<file path="src/rtl/mulseq_pkg.sv">
package mulseq_pkg;
  typedef enum logic [2:0] {
    ST_LL = 3'd0,
    ST_HH = 3'd1,
    ST_LH = 3'd2,
    ST_HL = 3'd3,
    ST_CB = 3'd4,
    ST_CA = 3'd5
  } step_e;
endpackage

</file>
<file path="src/rtl/mulseq_byte_mult.sv">
module mulseq_byte_mult #(
  parameter int W = 8
) (
  input  logic [W-1:0]   a_i,
  input  logic [W-1:0]   b_i,
  output logic [2*W-1:0] p_o
);
  assign p_o = a_i * b_i;
endmodule

</file>
<file path="src/rtl/mulseq_ctrl.sv">
module mulseq_ctrl
  import mulseq_pkg::*;
(
  input  logic  clk_i,
  input  logic  rst_ni,
  input  logic  start_i,
  input  logic  signed_i,
  output logic  accept_o,
  output logic  busy_o,
  output logic  done_o,
  output logic  sgn_o,
  output step_e step_o
);
  logic  busy_q, done_q, sgn_q;
  step_e step_q;
  logic  last;

  assign accept_o = start_i & ~busy_q;
  assign last     = sgn_q ? (step_q == ST_CA) : (step_q == ST_HL);

  always_ff @(posedge clk_i or negedge rst_ni) begin
    if (!rst_ni) begin
      busy_q <= 1'b0;
      done_q <= 1'b0;
      sgn_q  <= 1'b0;
      step_q <= ST_LL;
    end else if (accept_o) begin
      busy_q <= 1'b1;
      done_q <= 1'b0;
      sgn_q  <= signed_i;
      step_q <= ST_LL;
    end else if (busy_q) begin
      if (last) begin
        busy_q <= 1'b0;
        done_q <= 1'b1;
      end else begin
        step_q <= step_e'(step_q + 3'd1);
        done_q <= 1'b0;
      end
    end else begin
      done_q <= 1'b0;
    end
  end

  assign busy_o = busy_q;
  assign done_o = done_q;
  assign sgn_o  = sgn_q;
  assign step_o = step_q;

  a_r5_done_pulse: assert property (@(posedge clk_i) disable iff (!rst_ni)
    done_q |=> !done_q);
  a_r5_done_not_busy: assert property (@(posedge clk_i) disable iff (!rst_ni)
    !(done_q && busy_q));
  a_r6_start_ignored: assert property (@(posedge clk_i) disable iff (!rst_ni)
    (busy_q && start_i && !last) |=> (busy_q && $stable(sgn_q)));
  a_r3_unsigned_len: assert property (@(posedge clk_i) disable iff (!rst_ni)
    (busy_q && !sgn_q) |-> (step_q <= ST_HL));
endmodule

</file>
<file path="src/rtl/mulseq_acc.sv">
module mulseq_acc
  import mulseq_pkg::*;
#(
  parameter int W = 8,
  localparam int OW = 2 * W,
  localparam int RW = 4 * W
) (
  input  logic          clk_i,
  input  logic          rst_ni,
  input  logic          busy_i,
  input  logic          sgn_i,
  input  step_e         step_i,
  input  logic [OW-1:0] a_i,
  input  logic [OW-1:0] b_i,
  input  logic [OW-1:0] prod_i,
  output logic [RW-1:0] res_o
);
  logic [RW-1:0]   res_q;
  logic [RW-W-1:0] cross_sum;
  logic [OW-1:0]   hi_cur, hi_sub_a, hi_sub_b;

  assign hi_cur    = res_q[RW-1:OW];
  // Cross product lands at byte 1; carry ripples to the top byte.
  assign cross_sum = res_q[RW-1:W] + {{W{1'b0}}, prod_i};
  assign hi_sub_a  = hi_cur - a_i;
  assign hi_sub_b  = hi_cur - b_i;

  always_ff @(posedge clk_i or negedge rst_ni) begin
    if (!rst_ni) begin
      res_q <= '0;
    end else if (busy_i) begin
      unique case (step_i)
        ST_LL: res_q[OW-1:0]  <= prod_i;
        ST_HH: res_q[RW-1:OW] <= prod_i;
        ST_LH,
        ST_HL: res_q[RW-1:W]  <= cross_sum;
        ST_CB: if (sgn_i && b_i[OW-1]) res_q[RW-1:OW] <= hi_sub_a;
        ST_CA: if (sgn_i && a_i[OW-1]) res_q[RW-1:OW] <= hi_sub_b;
        default: ;
      endcase
    end
  end

  assign res_o = res_q;

  a_r8_hold_idle: assert property (@(posedge clk_i) disable iff (!rst_ni)
    !busy_i |=> $stable(res_q));
  a_r2_corr_upper_only: assert property (@(posedge clk_i) disable iff (!rst_ni)
    (busy_i && (step_i == ST_CB || step_i == ST_CA)) |=> $stable(res_q[OW-1:0]));
  a_r1_no_corr_unsigned: assert property (@(posedge clk_i) disable iff (!rst_ni)
    (busy_i && !sgn_i && step_i == ST_HL) |=> !busy_i);
endmodule

</file>
<file path="src/rtl/seq_mul16.sv">
module seq_mul16
  import mulseq_pkg::*;
#(
  parameter int BYTE_W = 8,
  localparam int OW = 2 * BYTE_W,
  localparam int RW = 4 * BYTE_W
) (
  input  logic              clk_i,
  input  logic              rst_ni,
  input  logic              start_i,
  input  logic              signed_i,
  input  logic [OW-1:0]     a_i,
  input  logic [OW-1:0]     b_i,
  output logic              busy_o,
  output logic              done_o,
  output logic [BYTE_W-1:0] res3_o,
  output logic [BYTE_W-1:0] res2_o,
  output logic [BYTE_W-1:0] res1_o,
  output logic [BYTE_W-1:0] res0_o
);
  logic              accept, sgn;
  step_e             step;
  logic [OW-1:0]     a_q, b_q, prod;
  logic [BYTE_W-1:0] m_a, m_b;
  logic [RW-1:0]     res;

  mulseq_ctrl u_ctrl (
    .clk_i    (clk_i),
    .rst_ni   (rst_ni),
    .start_i  (start_i),
    .signed_i (signed_i),
    .accept_o (accept),
    .busy_o   (busy_o),
    .done_o   (done_o),
    .sgn_o    (sgn),
    .step_o   (step)
  );

  always_ff @(posedge clk_i or negedge rst_ni) begin
    if (!rst_ni) begin
      a_q <= '0;
      b_q <= '0;
    end else if (accept) begin
      a_q <= a_i;
      b_q <= b_i;
    end
  end

  // A low byte on LL/LH, B low byte on LL/HL.
  assign m_a = (step == ST_LL || step == ST_LH) ? a_q[BYTE_W-1:0] : a_q[OW-1:BYTE_W];
  assign m_b = (step == ST_LL || step == ST_HL) ? b_q[BYTE_W-1:0] : b_q[OW-1:BYTE_W];

  mulseq_byte_mult #(.W(BYTE_W)) u_mult (
    .a_i (m_a),
    .b_i (m_b),
    .p_o (prod)
  );

  mulseq_acc #(.W(BYTE_W)) u_acc (
    .clk_i  (clk_i),
    .rst_ni (rst_ni),
    .busy_i (busy_o),
    .sgn_i  (sgn),
    .step_i (step),
    .a_i    (a_q),
    .b_i    (b_q),
    .prod_i (prod),
    .res_o  (res)
  );

  assign res3_o = res[4*BYTE_W-1:3*BYTE_W];
  assign res2_o = res[3*BYTE_W-1:2*BYTE_W];
  assign res1_o = res[2*BYTE_W-1:BYTE_W];
  assign res0_o = res[BYTE_W-1:0];

  a_r7_ops_latched: assert property (@(posedge clk_i) disable iff (!rst_ni)
    busy_o |=> ($stable(a_q) && $stable(b_q)));
  a_r5_done_after_busy: assert property (@(posedge clk_i) disable iff (!rst_ni)
    $rose(done_o) |-> $past(busy_o));
endmodule

</file>
<file path="config.mk">
export PLATFORM = sky130hd
export DESIGN_NAME = seq_mul16
export DESIGN_NICKNAME = d
export VERILOG_FILES = /design/src/rtl/mulseq_pkg.sv /design/src/rtl/mulseq_byte_mult.sv /design/src/rtl/mulseq_ctrl.sv /design/src/rtl/mulseq_acc.sv /design/src/rtl/seq_mul16.sv
export SDC_FILE = /design/constraint.sdc
export NUM_CORES = 1
export LEC_CHECK = 0
export ABC_AREA = 0
export BUFFER_PORTS_ARGS = -buffer_cell sky130_fd_sc_hd__buf_4
export CORE_MARGIN = 2
export CORE_UTILIZATION = 35
export DETAILED_ROUTE_END_ITERATION = 8
export GPL_TIMING_DRIVEN = 0
export HOLD_SLACK_MARGIN = 0.06
export SYNTH_ARGS = -nofsm -noshare
export SYNTH_HDL_FRONTEND = slang
export SYNTH_SLANG_ARGS = --single-unit
export TNS_END_PERCENT = 50
</file>
<file path="constraint.sdc">
create_clock -name clk_i -period 9.6 [get_ports clk_i]
set_input_delay 1.92 -clock clk_i [delete_from_list [all_inputs] [get_ports clk_i]]
set_output_delay 1.92 -clock clk_i [all_outputs]
set_load 0.005 [all_outputs]
</file>
# Word level (Yosys, flattened, before mapping)
# Index checks and enable logic that the tools add are counted.
totals:
  regBits: 70
  wordCells: 53
op_classes:
  add_sub_neg: 4
  n_mul: 1
  n_eq_ne: 8
  mux: 16
  n_bitwise: 2
  reduce_logical: 13
ops:
  columns: ["operator", "count"]
  rows:
  - ["one-hot mux 16 bit (4 select lines)", 1]
  - ["two-way mux 16 bit", 2]
  - ["subtractor 16 bit", 2]
  - ["adder 24 x 16 -> 24 bit", 1]
  - ["multiplier 8 x 8 -> 16 bit", 1]
  - ["two-way mux 8 bit", 2]
  - ["one-hot mux 8 bit (2 select lines)", 1]
  - ["two-way mux 3 bit", 3]
  - ["two-way mux 1 bit", 7]
  - ["equality test 3 x 2 -> 1 bit, second input constant", 2]
  - ["equality test 3 bit, second input constant", 2]
  - ["AND reduction 2 bit", 3]
  - ["!= test 2 x 1 -> 1 bit, second input constant", 2]
  - ["AND reduction 4 bit", 1]
  - ["nonzero test 2 bit", 2]
  - ["nonzero test 4 bit", 1]
  - ["adder 3 x 1 -> 3 bit, second input constant", 1]
  - ["equality test 3 x 1 -> 1 bit, second input constant", 1]
  - ["zero test 3 bit", 1]
  - ["logical AND 1 bit", 2]
  - ["logical OR 1 bit", 2]
  - ["!= test 2 bit, second input constant", 1]
  - ["OR reduction 2 bit", 1]
  - ["AND 1 bit", 1]
  - ["NOT 1 bit", 1]

# Longest topological paths before layout
# Gate-level depths: netlist (run 1).
depth:
  depth_word: 6
  mapped_depth: 31

# Hierarchy
# Synthesis (run 1) repeated with hierarchy kept, for this count alone.
unflattened:
  hier_cells: 817
  hier_area_um2: 7439.6
modules_own_cells:
  columns: ["module", "instances", "cells_each", "area_per_inst_um2"]
  rows:
  - ["mulseq_acc", 1, 455, 3577.2]
  - ["mulseq_byte_mult", 1, 243, 2125.8]
  - ["seq_mul16", 1, 87, 1423.9]
  - ["mulseq_ctrl", 1, 32, 312.8]

# Least setup slack after synthesis (run 1)
# No wires, ideal clock.
synth_path:
  kind: "flip-flop to flip-flop"
  startpoint: "register u_ctrl.step_q[0] (netlist: u_ctrl.step_o[0])"
  endpoint: "register u_acc.res_q[27] (netlist: u_acc.res_o[27])"
  t_arrival_ns: 6.693
  setup_slack_ns: 2.780
  path_stages_with_launch: 30
  path_buffers: 0
  cell_sequence: "dfrtp_1 inv_1 ha_1 and2b_1 nor2_4 mux2i_1 nor2_1 fa_1 fa_1 fa_1 inv_1 fa_1 inv_1 ha_1 or2_2 o31ai_1 nor2_1 a21oi_1 xor2_1 inv_1 ha_1 a211o_1 o211ai_1 and3_1 o21ai_2 a31oi_4 nand2b_4 nor3_1 a211oi_1 o22ai_1"
synth_via:
  elab_chain_len: 6
  word_cells_on_any_way: 18
synth_lines:
  columns: ["item", "line_no", "source"]
  rows:
  - ["start: declaration", "mulseq_ctrl.sv:15", "step_e step_q;"]
  - ["start signal: assignment", "mulseq_ctrl.sv:37", "step_q <= step_e'(step_q + 3'd1);"]
  - ["equality test 3 x 2 -> 1 bit, or another cell as far along", "mulseq_acc.sv:32, seq_mul16.sv:50", null]
  - ["logical OR 1 bit, on equally long branches", "seq_mul16.sv:50, seq_mul16.sv:51", null]
  - ["two-way mux 8 bit, on equally long branches", "seq_mul16.sv:50, seq_mul16.sv:51", null]
  - ["multiplier 8 x 8 -> 16 bit", "mulseq_byte_mult.sv:8", "assign p_o = a_i * b_i;"]
  - ["adder 24 x 16 -> 24 bit", "mulseq_acc.sv:24", "assign cross_sum = res_q[RW-1:W] + {{W{1'b0}}, prod_i};"]
  - ["one-hot mux 16 bit (4 select lines)", "mulseq_acc.sv:32", "unique case (step_i)"]
  - ["end signal: indexed assignment", "mulseq_acc.sv:33", "ST_LL: res_q[OW-1:0] <= prod_i;"]
  - ["end signal: indexed assignment", "mulseq_acc.sv:34", "ST_HH: res_q[RW-1:OW] <= prod_i;"]
  - ["end signal: indexed assignment", "mulseq_acc.sv:36", "ST_HL: res_q[RW-1:W] <= cross_sum;"]
  - ["end: declaration", "mulseq_acc.sv:18", "logic [RW-1:0] res_q;"]
# Several ways; a longest one is shown, not always the timed one.
# A chain may end at the register's enable or synchronous reset.

# Worst setup path after layout (run 1)
# Same ends and word-level chain as after synthesis.

==> impl_metrics.ini, run 1 <==
[global_route]
grt_usage_pct = 18.9
grt_overflow_total = 0
grt_max_degree = 71
grt_pass1_wl_mm = 32.2
antenna_found_initial = 0
grt_pass1_vias = 6153

[min_path]
hold_path_class = flop to flop

[sta]
fmax_ghz = 0.123
hold_viol_final = 0
drv_slew = 0
skew_ps = 7.77
relSlewSlack_pct = 36.9
grt_setup_unrepaired = false
fin_crit_sh_pct = 84.6
tns_ps = 0
setup_viol = 0
fin_crit_ps = 8120
worst_slew_pin_slew_ps = 946
whs_ps = 482

[die]
die_w_microns = 146
start_util_pct = 35.3
io_pins = 70
design.core.area_sq_um = 20100
fp-row-count = 52
die_area_sq_um = 21500
die_h_microns = 146

[worst_setup_path]
critPathRequiredTime_ps = 9820
worstPathArrival_ps = 8340
critical_path.top_delay_family = adder cells
start_kind = flop
criticalPathCategory = flop to flop
worst_setup_path_end_kind = flop
cpMostUsedCell = fa_1
worst_path_max_delay_cell = mux2i_1
max_stage_delay_ps = 830
path_max_fanout = 9
cp_num_buf_inv = 3

[finish]
fin_nets = 1060
drive_above_1_share_pct = 14.7
fin_cells = 1187
syn_to_final_growth_pct = 16.4
final_core_util_pct = 41.1
antenna-diode-count = 0

[place]
hpwlAfterDp_mm = 16.0
gp_congestion = 0.869
port_buffers = 69
dp.cells = 1171

[detailed_routing]
drc = 0
vias = 6225
wirelength_mm = 19.9
viasPerCell = 5.24
wl_per_cell_microns = 16.7
drt_iter0_markers = 317
ant_nets = 0
drt_first_pass_iters = 5

[clock_tree]
post_cts_resized = 0
htreeDepth = 3
clk_path_buf_depth = 2
cts_root_buf = clkbuf_16
post_cts_buffers = 0
cts_sinks = 70
clk_latency_ps = 350
ctsHoldBuffers = 0
cts_tree = done
cts.clk_slew.worst_paths_ps = 60
cts_made_buffers = 9

[logic_synthesis]
yosysSeqAreaShare_pct = 24.7
synth_common_cells = nand2_1, nor2_1, ha_1
syn_area_sq_um = 7100
synthTopCellsByArea = dfrtp_1, ha_1, fa_1
yosysWarnings = 0
synth-edff-count = 0
synth_top_area_share_pct = 24.7
yosysMostFrequentCell = nand2_1
syn_nets = 980
avgSynthCellArea_sq_um = 8.54
synth_top_cell_by_area = dfrtp_1
ys.flop_type = dfrtp_1
netlist_instances = 832
synth-seq-cells = 70
async_flop_share_pct = 100
ys_types = 64

[outcome]
status = completed

[run]
maxCapViolCount = 0
## layout by cell type (no fill, tap or decap), types with 4 or more instances in the layout
| master | netlist | routed |
|---|---|---|
| nand3_1 | 9 | 9 |
| fa_1 | 38 | 38 |
| o21ai_0 | 40 | 40 |
| mux2i_1 | 33 | 33 |
| nor2b_1 | 8 | 8 |
| nor2_1 | 91 | 91 |
| a31oi_1 | 6 | 6 |
| a211o_1 | 4 | 4 |
| xor2_1 | 12 | 12 |
| clkbuf_1 | 16 | 16 |
| a221oi_1 | 4 | 4 |
| inv_1 | 67 | 67 |
| o21a_1 | 6 | 6 |
| buf_4 | 0 | 69 |
| nand2_1 | 148 | 148 |
| dfrtp_1 | 70 | 70 |
| nor3_1 | 10 | 10 |
| mux2_2 | 6 | 6 |
| o211ai_1 | 7 | 7 |
| clkbuf_16 | 0 | 9 |
| o21ai_1 | 9 | 9 |
| ha_1 | 74 | 74 |
| and3_1 | 8 | 8 |
| nand2b_1 | 7 | 7 |
| or2_2 | 13 | 13 |
| xnor2_1 | 22 | 22 |
| o21ai_2 | 5 | 5 |
| a21oi_1 | 43 | 43 |
| a21o_1 | 14 | 14 |
| o22ai_1 | 5 | 5 |
## metrics by stage
stage	cell area (sq um)	worst slack, ps
after global routing	8270	1010
after floorplan	7100	2780
after detailed placement	7960	1520
final	8270	1480
after global placement	7960	1580
after CTS	8270	1500
## final timing paths
kind / from / to / slack [ps] / depth (start not counted)
max in group asynchronous: rst_ni / u_acc.res_o[6] / 7250 / 1
worst min-delay path: u_acc.res_o[7] / u_acc.res_o[7] / 480 / 2
worst max-delay path: u_ctrl.step_o[0] / u_acc.res_o[27] / 1480 / 26
min in group asynchronous: rst_ni / a_q[14] / 1700 / 1
worst min register to register: u_acc.res_o[7] / u_acc.res_o[7] / 480 / 2
worst max register to register: u_ctrl.step_o[0] / u_acc.res_o[27] / 1480 / 26
## worst min-delay path, stage by stage, from the launching register on
cell and delay, ps:
dfrtp_1 340, nand2_1 50, o21ai_0 60
## state kept, by name (all words and copies together), names as in the netlist
register / count
u_ctrl.sgn_o: 1
u_ctrl.step_o: 3
u_acc.res_o: 32
b_q: 16
u_ctrl.done_o: 1
a_q: 16
u_ctrl.busy_o: 1
## area by class of cell
type	instances	area [sq um]
fillers	2045	11800
multi-input cells	674	5020
flip-flops and latches	70	1750
repair buffers	69	518
well taps	270	338
inverters	67	251
clock buffers	9	225
plain buffers	21	82.6
clock inverters	7	81.3
## metal layers
layer	global-route usage [%]	share of wire (%)	vias up
met4	4.90	1.8	0
li1	-	-	3013
met3	3.34	5.6	27
met1	26.1	47	2991
met5	0	0	-
met2	30.8	46	194
## cell families after synthesis
group	synth area share, %
and+or+nand+nor	19.2
AOI/OAI and AO/OA	17.9
adders and majority gates	23.7
buffers and inverters	4.70
DFF	24.7
muxes	5.60
xor gates and xnor gates	4.19
Power of run 1 is left out: the tool's default activity adds up to more than one toggle a clock period on the data nets, which glitch-free logic cannot reach.
==> inputs of run 2 (changes only) <==
==> constraint.sdc (replaced) <==
create_clock -name clk_i -period 6.87 [get_ports clk_i]
set_input_delay 1.374 -clock clk_i [delete_from_list [all_inputs] [get_ports clk_i]]
set_output_delay 1.374 -clock clk_i [all_outputs]
set_load 0.005 [all_outputs]
==> impl_metrics.ini, run 2 (synthesis results as in run 1) <==
[finish]
nFillCells = 1928
layout_common_cells = nand2_1, buf_4, nor2_1
drive_above_1_share_pct = 26.5
final_core_util_pct = 45.9
antenna-diode-count = 0
largest_reg_flops = 32
fin_nets = 1105
final_common_cell = nand2_1
syn_to_final_growth_pct = 29.8

[global_route]
grt_overflow_total = 0
grt_max_degree = 71
grt_util_met1_pct = 27.0
grt_usage_pct = 20.1
busiest_layer = met2
antenna_found_initial = 0
grt_pass1_vias = 6577
met2_usage_pct = 33.5
grtUsageMet3_pct = 3.44
grt_pass1_wl_mm = 34.1

[detailed_routing]
vias = 6397
viasPerCell = 5.19
drc = 0
ant_nets = 0
wirelength_mm = 21.4
drt_iter0_markers = 434
wl_per_cell_microns = 17.4
drt_first_pass_iters = 5

[worst_setup_path]
worst_setup_path_end_kind = flop
worst_path_max_delay_cell = fa_1
worstPathArrival_ps = 7080
path_max_fanout = 7
start_kind = flop
critPathRequiredTime_ps = 7100
criticalPathCategory = flop to flop
reg2reg_slack_ps = 20
max_stage_delay_ps = 550

[place]
gp_congestion = 0.869
port_buffers = 69
hpwlAfterDp_mm = 16.0

[clock_tree]
clk_path_buf_depth = 2
htreeDepth = 3
clk_latency_ps = 350
cts.clk_slew.worst_paths_ps = 70
cts_sinks = 70
cts_tree = done
cts_made_buffers = 9
cts_root_buf = clkbuf_16

[die]
io_pins = 70
fp-row-count = 52
design.core.area_sq_um = 20100
start_util_pct = 35.3
die_area_sq_um = 21500
die_h_microns = 146
die_w_microns = 146

[sta]
worst_slew_pin_slew_ps = 941
setup_viol = 0
fin_crit_sh_pct = 99.7
relSlewSlack_pct = 37.3
hold_viol_final = 0
fin_crit_ps = 6850
fmax_ghz = 0.146
grt_setup_unrepaired = true
drv_slew = 0
skew_ps = 7.95

[run]
maxCapViolCount = 0

[outcome]
status = completed

[min_path]
hold_path_class = flop to flop
==> run 2: worst max-delay path, delay by kind of cell, from the launching register on <==
| kind | cells | cell delay [ps] |
|---|---|---|
| fa+ha+maj | 7 | 2710 |
| compound gates | 8 | 1270 |
| simple gates | 8 | 1140 |
| buf+inv | 6 | 560 |
| flops | 1 | 440 |
| mux | 1 | 310 |
| xor+xnor | 1 | 270 |
==> run 2: metrics by stage <==
step	TNS, ps	instance area (sq um)	hold WS, ps	worst slack, ps	std cells
finish	0	9220	482	21.6	1232
global route	-1630	9220	523	-212	1232
CTS	0	9060	489	2.09	1224
detailed placement	-12350	7960	475	-1210	1171
global placement	-11530	7960	468	-1150	1171
floorplan	0	7100	461	49.7	832
==> run 2: worst paths after layout <==
path | start | to | depth (start not counted)
max | u_ctrl.step_o[1] | u_acc.res_o[27] | 31
max in group asynchronous | rst_ni | u_ctrl.step_o[1] | 1
max reg2reg | u_ctrl.step_o[1] | u_acc.res_o[27] | 31
min reg2reg | u_acc.res_o[7] | u_acc.res_o[7] | 2
min | u_acc.res_o[7] | u_acc.res_o[7] | 2
min in group asynchronous | rst_ni | a_q[14] | 1
==> run 2: repair_timing <==
item,4_1_cts,5_1_grt
pin swaps,32,38
setup buffers,38,8
resized for setup,88,29
setup endpoints to repair,14,12
hold buffers,0,0
==> run 2: final cells by class <==
| class | instances | area [sq um] | area share, % |
|---|---|---|---|
| clock buffer | 9 | 225 | 2.44 |
| multi-input combinational | 674 | 5540 | 60.1 |
| timing repair buffer | 115 | 951 | 10.3 |
| inverter | 67 | 251 | 2.73 |
| sequential | 70 | 1750 | 19.0 |
| clock inverter | 7 | 81.3 | 0.882 |
| buffer | 20 | 78.8 | 0.855 |
| tap | 270 | 338 | 3.66 |
==> run 2: metal layers <==
layer | vias to the layer above | share of wire, %
met5 | - | 0
met3 | 27 | 4.6
met1 | 3108 | 46
met2 | 167 | 47
li1 | 3095 | -
met4 | 0 | 1.6
Power of run 2 is left out for the same reason.
==> inputs of run 3 (changes only) <==
--- a/config.mk
+++ b/config.mk
@@ -14,5 +14,6 @@
 export HOLD_SLACK_MARGIN = 0.06
 export SYNTH_ARGS = -nofsm -noshare
 export SYNTH_HDL_FRONTEND = slang
+export SYNTH_HIERARCHICAL = 1
 export SYNTH_SLANG_ARGS = --single-unit
 export TNS_END_PERCENT = 50
==> impl_metrics.ini, run 3 <==
[outcome]
status = completed

[die]
die_w_microns = 150
die_area_sq_um = 22400
start_util_pct = 35.5
fp-row-count = 53
design.core.area_sq_um = 21000
io_pins = 70
die_h_microns = 150

[detailed_routing]
ant_nets = 0
drc = 0
wirelength_mm = 21.7
wl_per_cell_microns = 18.1
drt_iter0_markers = 507
viasPerCell = 5.42
vias = 6503
drt_first_pass_iters = 5

[place]
port_buffers = 69
gp_congestion = 0.882
placed_cell_area_sq_um = 8300
hpwlAfterDp_mm = 16.5
dp.cells = 1161
pre_cts_ws_ps = -577

[sta]
fin_crit_sh_pct = 97.0
setup_viol = 0
skew_ps = 6.52
fmax_ghz = 0.150
drv_slew = 0
setup_ws_ps = 205
worst_slew_pin_slew_ps = 1420
relSlewSlack_pct = 4.81
fin_crit_ps = 6670
hold_viol_final = 0

[logic_synthesis]
avgSynthCellArea_sq_um = 9.11
synthTopCellsByArea = dfrtp_1, ha_1, fa_1
synth_top_area_share_pct = 23.5
ys_types = 76
syn_nets = 960
synth_top_cell_by_area = dfrtp_1
synth_common_cells = nand2_1, dfrtp_1, ha_1
yosysSeqAreaShare_pct = 23.5
synth-edff-count = 0
netlist_instances = 817
syn_area_sq_um = 7440
synth-seq-cells = 70
yosysMostFrequentCell = nand2_1
yosysWarnings = 6
ys.flop_type = dfrtp_1
async_flop_share_pct = 100

[worst_setup_path]
criticalPathCategory = flop to flop
path_max_fanout = 8
worst_path_max_delay_cell = fa_1
worst_setup_path_end_kind = flop
max_stage_delay_ps = 530
critPathRequiredTime_ps = 7060
worstPathArrival_ps = 6860
start_kind = flop

[global_route]
antenna_found_initial = 0
grt_pass1_vias = 6146
grt_usage_pct = 19.4
grt_max_degree = 71
grt_overflow_total = 0
grt_pass1_wl_mm = 33.8

[clock_tree]
cts_root_buf = clkbuf_16
cts_made_buffers = 9
ctsHoldBuffers = 0
htreeDepth = 3
clk_latency_ps = 350
cts_sinks = 70
cts_tree = done
clk_path_buf_depth = 2
cts.clk_slew.worst_paths_ps = 60

[finish]
largest_reg_flops = 32
drive_above_1_share_pct = 25.9
final_common_cell = buf_4
layout_common_cells = buf_4, nand2_1, dfrtp_1
final_core_util_pct = 43.8
fin_nets = 1063
syn_to_final_growth_pct = 23.3
postLayoutCellArea_sq_um = 9180
antenna-diode-count = 0
fin_cells = 1200

[run]
maxCapViolCount = 0

[min_path]
hold_path_class = flop to flop
[run 3: cell type report]
type	count	area, sq um
clock buffers	9	225
clock inverters	7	73.8
well taps	275	344
repair buffers	98	748
fillers	2124	11800
plain buffers	20	91.3
inverters	66	248
multi-input cells	655	5690
flip-flops and latches	70	1760
[run 3: what timing repair did]
item / in CTS / in global routing
hold endpoints to repair: 0 / 0
pin swaps: 12 / 23
setup buffers: 9 / 20
resized for setup: 26 / 38
endpoints found under the setup margin: 11 / 11
[run 3: cell families (layout without fill, tap and decap cells)]
logic type	count (synthesis)	in the layout	synth area share, %
multiplexers	79	79	12.0
AND/OR/NAND/NOR	252	252	17.4
adder cells (fa/ha/maj)	107	107	21.8
buffers and inverters	92	200	4.86
flip-flops	70	70	23.5
XOR/XNOR	29	29	3.41
AO/OA/AOI/OAI	188	188	16.9
[run 3: critical path: cells and delay by family, from the launching register on]
family | cells | cell delay [ps]
adders and majority gates | 6 | 2740
AOI/OAI and AO/OA | 7 | 1100
and+or+nand+nor | 5 | 1030
muxes | 2 | 610
DFF | 1 | 460
buffers and inverters | 5 | 360
xor gates and xnor gates | 1 | 210
[run 3: metrics by stage]
stage	hold WS, ps	TNS [ps]
2_1_floorplan	476	0
3_3_place_gp	496	-3510
3_5_place_dp	501	-3820
4_1_cts	515	0
5_1_grt	535	-84.2
6_report	510	0
[run 3: per-layer routing]
layer / vias up / wire [microns] / GRT usage, %
met5: - / 0 / 0
met4: 0 / 240 / 4.15
met3: 18 / 1200 / 2.65
met2: 201 / 9950 / 29.6
met1: 3189 / 10400 / 29.1
li1: 3095 / - / -
[run 3: path summary, 6_finish.rpt]
path | cells after the start | end | slack (ps) | startpoint
min in group asynchronous | 1 | b_q[13] | 1180 | rst_ni
worst min-delay path | 1 | u_acc/res_o[6] | 510 | u_acc/res_o[6]
worst max register to register | 26 | u_acc/res_o[31] | 200 | u_ctrl/step_o[0]
max in group asynchronous | 1 | u_ctrl/step_o[2] | 5050 | rst_ni
worst max-delay path | 26 | u_acc/res_o[31] | 200 | u_ctrl/step_o[0]
worst min register to register | 1 | u_acc/res_o[6] | 510 | u_acc/res_o[6]
Power of run 3 is left out for the same reason.
